[src/rtl/led_strap_pkg.sv]
package led_strap_pkg;

  typedef enum logic [1:0] {
    OWN_LED  = 2'd0,
    OWN_ALT  = 2'd1,
    OWN_NONE = 2'd2
  } pin_owner_e;

  typedef enum logic {
    POL_LOW  = 1'b0,
    POL_HIGH = 1'b1
  } led_pol_e;

  typedef struct packed {
    logic oe;
    logic val;
  } pad_drive_t;

endpackage

[src/rtl/strap_latch.sv]
module strap_latch (
  input  logic clk,
  input  logic rst_n,
  input  logic pad_in,
  output logic strap_q
);

  // Samples on every edge while reset is low, then holds.
  always_ff @(posedge clk) begin
    if (!rst_n) strap_q <= pad_in;
  end


  strap_hold_chk: assert property (@(posedge clk) disable iff (!rst_n)
    $past(rst_n) |-> $stable(strap_q));

endmodule

[src/rtl/led_driver.sv]
module led_driver
  import led_strap_pkg::*;
(
  input  logic       clk,
  input  logic       rst_n,
  input  logic       status_in,
  input  logic       pol_in,
  output pad_drive_t drv
);

  logic     status_q;
  led_pol_e pol_q;
  logic     en_q;

  always_ff @(posedge clk or negedge rst_n) begin
    if (!rst_n) begin
      status_q <= 1'b0;
      pol_q    <= POL_LOW;
      en_q     <= 1'b0;
    end else begin
      status_q <= status_in;
      pol_q    <= led_pol_e'(pol_in);
      en_q     <= 1'b1;
    end
  end

  always_comb begin
    drv = '0;
    if (en_q) begin
      if (pol_q == POL_HIGH) begin
        drv.oe  = 1'b1;
        drv.val = status_q;
      end else begin
        drv.oe  = status_q;
        drv.val = 1'b0;
      end
    end
  end


  open_drain_chk: assert property (@(posedge clk) disable iff (!rst_n)
    ($past(rst_n) && !$past(pol_in)) |-> (drv.oe == $past(status_in)) && !drv.val);


  push_pull_chk: assert property (@(posedge clk) disable iff (!rst_n)
    ($past(rst_n) && $past(pol_in)) |-> drv.oe && (drv.val == $past(status_in)));


  release_quiet_chk: assert property (@(posedge clk) disable iff (!rst_n)
    !$past(rst_n) |-> !drv.oe);

endmodule

[src/rtl/pad_select.sv]
module pad_select
  import led_strap_pkg::*;
#(
  parameter int NUM_ALT = 2,
  parameter int SEL_W   = $clog2(NUM_ALT + 2)
) (
  input  logic [SEL_W-1:0]   sel,
  input  pad_drive_t         led_drv,
  input  logic [NUM_ALT-1:0] alt_oe,
  input  logic [NUM_ALT-1:0] alt_out,
  output pad_drive_t         mux_drv
);

  localparam int TAB_N = NUM_ALT + 1;

  pad_drive_t tab [TAB_N];
  pin_owner_e owner;

  assign tab[0] = led_drv;

  for (genvar g = 0; g < NUM_ALT; g++) begin : g_alt
    assign tab[g+1] = '{oe: alt_oe[g], val: alt_out[g]};
  end

  always_comb begin
    if (int'(sel) == 0)            owner = OWN_LED;
    else if (int'(sel) <= NUM_ALT) owner = OWN_ALT;
    else                           owner = OWN_NONE;
  end

  always_comb begin
    mux_drv = '0;
    for (int i = 0; i < TAB_N; i++) begin
      if (owner != OWN_NONE && int'(sel) == i) mux_drv = tab[i];
    end
  end


  always_comb begin
    if (owner == OWN_NONE) begin
      released_chk: assert (!mux_drv.oe && !mux_drv.val);
    end
  end

endmodule

[src/rtl/status_pin_ctrl.sv]
module status_pin_ctrl
  import led_strap_pkg::*;
#(
  parameter int NUM_ALT = 2,
  parameter int SEL_W   = $clog2(NUM_ALT + 2)
) (
  input  logic               clk,
  input  logic               rst_n,
  input  logic               pad_in,
  input  logic               status_in,
  input  logic               pol_high,
  input  logic [SEL_W-1:0]   sel,
  input  logic [NUM_ALT-1:0] alt_oe,
  input  logic [NUM_ALT-1:0] alt_out,
  output logic               pad_oe,
  output logic               pad_out,
  output logic               strap_present
);

  pad_drive_t led_drv;
  pad_drive_t mux_drv;

  strap_latch u_strap (
    .clk     (clk),
    .rst_n   (rst_n),
    .pad_in  (pad_in),
    .strap_q (strap_present)
  );

  led_driver u_led (
    .clk       (clk),
    .rst_n     (rst_n),
    .status_in (status_in),
    .pol_in    (pol_high),
    .drv       (led_drv)
  );

  pad_select #(.NUM_ALT(NUM_ALT), .SEL_W(SEL_W)) u_sel (
    .sel     (sel),
    .led_drv (led_drv),
    .alt_oe  (alt_oe),
    .alt_out (alt_out),
    .mux_drv (mux_drv)
  );

  // Pad is released for every owner during reset so the strap level is clean.
  assign pad_oe  = rst_n & mux_drv.oe;
  assign pad_out = rst_n & mux_drv.val;

endmodule

[config.mk]
export PLATFORM = sky130hd
export DESIGN_NAME = status_pin_ctrl
export DESIGN_NICKNAME = d
export VERILOG_FILES = /design/src/rtl/led_strap_pkg.sv /design/src/rtl/strap_latch.sv /design/src/rtl/led_driver.sv /design/src/rtl/pad_select.sv /design/src/rtl/status_pin_ctrl.sv
export SDC_FILE = /design/constraint.sdc
export NUM_CORES = 1
export LEC_CHECK = 0
export BUFFER_PORTS_ARGS = -buffer_cell sky130_fd_sc_hd__buf_2
export CAP_MARGIN = 15
export CORE_AREA = 2 2 39 41
export DETAILED_ROUTE_END_ITERATION = 8
export DIE_AREA = 0 0 41 43
export PLACE_DENSITY = 0.43
export SYNTH_ARGS = -nofsm -noshare
export SYNTH_HDL_FRONTEND = slang
export SYNTH_SLANG_ARGS = --single-unit
[constraint.sdc]
create_clock -name clk -period 0.8 [get_ports clk]
set_input_delay 0.04 -clock clk [delete_from_list [all_inputs] [get_ports clk]]
set_output_delay 0.04 -clock clk [all_outputs]
set_load 0.005 [all_outputs]
# Yosys cells after proc, flatten, opt, wreduce, memory -nomap -nowiden
# Cells that the tools add are included.
# classes
magnitude_cmp	1
n_eq_ne	3
n_mux	7
n_bitwise	2
reduce_logical	4
# ops
op	count
2-bit 2-to-1 mux	7
2-bit equality test (second input constant)	2
1-bit logical AND	3
1-bit AND	2
2-bit <= comparator (second input constant)	1
2-bit logical NOT	1
2-bit inequality test (second input constant)	1
# word_totals
register_bits	4
input_bits	11
output_inout_bits	3
word_cells	21

# Logic depth before layout (Yosys ltp)
# depth
word_depth	9
ltp_mapped	3

# Modules after synthesis
# Synthesis repeated with hierarchy kept, for this count alone.
# hier_totals
cells_unflattened	15
hier_area_um2	182.7
# modules_own_cells
module	n_inst	cells_per_inst	area_each_um2	seq_area_each_um2
led_driver	1	6	92.6	75.1
pad_select	1	5	43.8	0.0
strap_latch	1	2	33.8	30.0
status_pin_ctrl	1	2	12.5	0.0

# Worst setup path before layout
# Ideal clock, no wire load.
# synth_timing
kind	register to output
startpoint	register u_led.en_q
endpoint	output pad_oe
arrival_time_ns	0.669
setup_slack_ns	0.091
stages_incl_launch_ff	4
path_buffers	0
path_cell_list	dfrtp_1 and4bb_1 o21ai_1 o21ai_1
# synth_between
elab_chain_len	5
# synth_lines
item	line	source
from (decl)	led_driver.sv:13	logic en_q;
from (signal assigned)	led_driver.sv:19	en_q <= 1'b0;
from (signal assigned)	led_driver.sv:23	en_q <= 1'b1;
2-bit 2-to-1 mux	led_driver.sv:29	if (en_q) begin
2-bit 2-to-1 mux (3 in series)	pad_select.sv:34	if (owner != OWN_NONE && int'(sel) == i) mux_drv = tab[i];
1-bit AND	status_pin_ctrl.sv:47	assign pad_oe = rst_n & mux_drv.oe;
to (decl)	status_pin_ctrl.sv:15	output logic pad_oe,
# No other way between the ends.

# Final worst setup path
# Ends and elaborated chain as after synthesis.

==> impl_metrics.json <==
{
  "nets": 48,
  "startpoint_type": "register",
  "crit_path_end_kind": "output port",
  "diodes": 0,
  "path_clk_slew_ns": 0.04,
  "core-area_um2": 1380,
  "ff_latch_area_um2": 105,
  "status": "finished, violations left",
  "dp_hpwl_um": 344,
  "min_path_type": "in -> reg",
  "area_delta_synth_final_pct": 87.1,
  "drive_above_1_share": 0.444,
  "initial_core_util": 0.126,
  "place.gp.congestion": 0.528,
  "grt_pass1_vias": 173,
  "netlist-cell-type-count": 10,
  "ir_drop_v": 0.000776,
  "drtPass1Iterations": 4,
  "total_leakage_power_nw": 0.160,
  "grt.overflow.total": 0,
  "critPathKind": "reg -> out",
  "fillers": 152,
  "netlist_area_um2": 174,
  "htreeDepth": 1,
  "stdcell_area_um2": 325,
  "numCtsBuffers": 3,
  "totalWireLength_um": 446,
  "place_area_um2": 259,
  "vias_per_cell": 3.56,
  "post_cts_buffers": 0,
  "totalPowerFinal_mw": 0.579,
  "drc": 0,
  "rsz0062_at_grt": "yes",
  "period_share": 1.36,
  "root_buffer": "clkbuf_4",
  "port-buffer-count": 13,
  "dieArea_um2": 1760,
  "hold_viol": 0,
  "finalMaxSlewViolations": 0,
  "worst_slack_ns": -0.286,
  "min_period_ns": 1.09,
  "first_iter_violations": 1,
  "crit_fanout": 2,
  "fmaxAchievable_mhz": 921,
  "finalSetupViolCount": 2,
  "io_pins": 14,
  "multi_input_area_um2": 65.1,
  "clock-sinks": 4,
  "yosys_warnings": 0,
  "syn-num-nets": 26,
  "max-cap-violations": 0,
  "antenna_found_initial": 0,
  "post_drt_wl_per_cell_um": 8.58,
  "ant_nets": 0,
  "hold_slack_ns": 0.120,
  "setup_tns_ns": -0.568,
  "rows": 14,
  "cts_tree": "done",
  "cp_data_arrival_time_ns": 1.05,
  "clockBufferDepth": 2,
  "fp.dieH_um": 43,
  "synth_cells": 15,
  "failed_checks": "setup timing",
  "track_usage": 0.0746,
  "die_x_um": 41,
  "grt_start_max_net_pins": 4,
  "ys_seq_area_frac": 0.604,
  "grt_pass1_wl_um": 696,
  "power_density_nw_per_um2": 1780,
  "required_ns": 0.76,
  "post_synth.cell_area_avg_um2": 11.6,
  "vias": 185,
  "synth_seq_cells": 4
}
## cell families after synthesis
| logic type | share of synthesized area |
|---|---|
| other | 0.0216 |
| DFF | 0.604 |
| AOI/OAI and AO/OA | 0.173 |
| and+or+nand+nor | 0.180 |
| buffers and inverters | 0.0216 |
## cell usage after synthesis (all sizes together)
library cell,instances,area (um2)
a22oi,2,15.0
and2b,1,7.51
and4bb,1,12.5
conb,1,3.75
dfrtp,3,75.1
edfxtp,1,30.0
inv,1,3.75
nand3,1,5.00
nor2b,1,6.26
o21ai,3,15.0
## layout by cell type (no fill, tap or decap), drive strengths merged
cell type	synthesis	final
buf	0	13
dlygate4sd3	0	4
clkbuf	0	4
o21ai	3	3
dfrtp	3	3
a22oi	2	2
inv	1	1
nor2b	1	1
and2b	1	1
and4bb	1	1
nand3	1	1
conb	1	1
edfxtp	1	1
## power breakdown
part / internal (mW) / total, mW / switching, mW
registers: 0.223 / 0.227 / 0.00377
logic: 0.0468 / 0.0743 / 0.0276
clock network: 0.187 / 0.278 / 0.0902
total: 0.457 / 0.579 / 0.122
## worst max-delay path, stage by stage, from the launching register on
cell and delay (ns):
dfrtp_1 0.35, and4bb_1 0.19, o21ai_1 0.07, o21ai_1 0.07
buf_2 0.12
## area by class of cell
cell class              count  area share
inverters                   1      0.0115
repair buffers             17       0.323
well taps                  16      0.0615
clock buffers               4      0.0808
flip-flops and latches      4       0.323
multi-input cells          10       0.200
## state kept, by name (all words and copies together), names as in the netlist
| name | count |
|---|---|
| u_led.pol_q | 1 |
| u_strap.strap_q | 1 |
| u_led.en_q | 1 |
| u_led.status_q | 1 |
## path summary, 6_finish.rpt
check,startpoint,to,cells after the start,slack (ns)
worst max-delay path,u_led.en_q,pad_oe,4,-0.29
min in group asynchronous,rst_n,u_led.en_q,2,0.15
worst min-delay path,rst_n,u_strap.strap_q,2,0.12
max in group asynchronous,rst_n,u_led.status_q,2,0.49
## per-layer routing
| layer | routed length (um) | GRT usage |
|---|---|---|
| met3 | 96 | 0.0838 |
| met5 | 0 | 0 |
| met1 | 197 | 0.0684 |
| met2 | 128 | 0.0688 |
| met4 | 23 | 0.100 |
## what timing repair did
action,CTS,global route
hold endpoints to repair,6,0
endpoints found under the setup margin,2,3
pin swaps,0,1
hold buffers,4,0
gates cloned,0,0
resized for setup,0,0
## stage by stage
stage,setup slack (ns),cells,util
finish,-0.286,52,0.235
global route,-0.372,52,0.235
CTS,-0.315,52,0.235
detailed placement,-0.0575,44,0.187
global placement,-0.0535,44,0.187
floorplan,0.0912,15,-
Note: power is estimated with default switching activity, not from simulation.
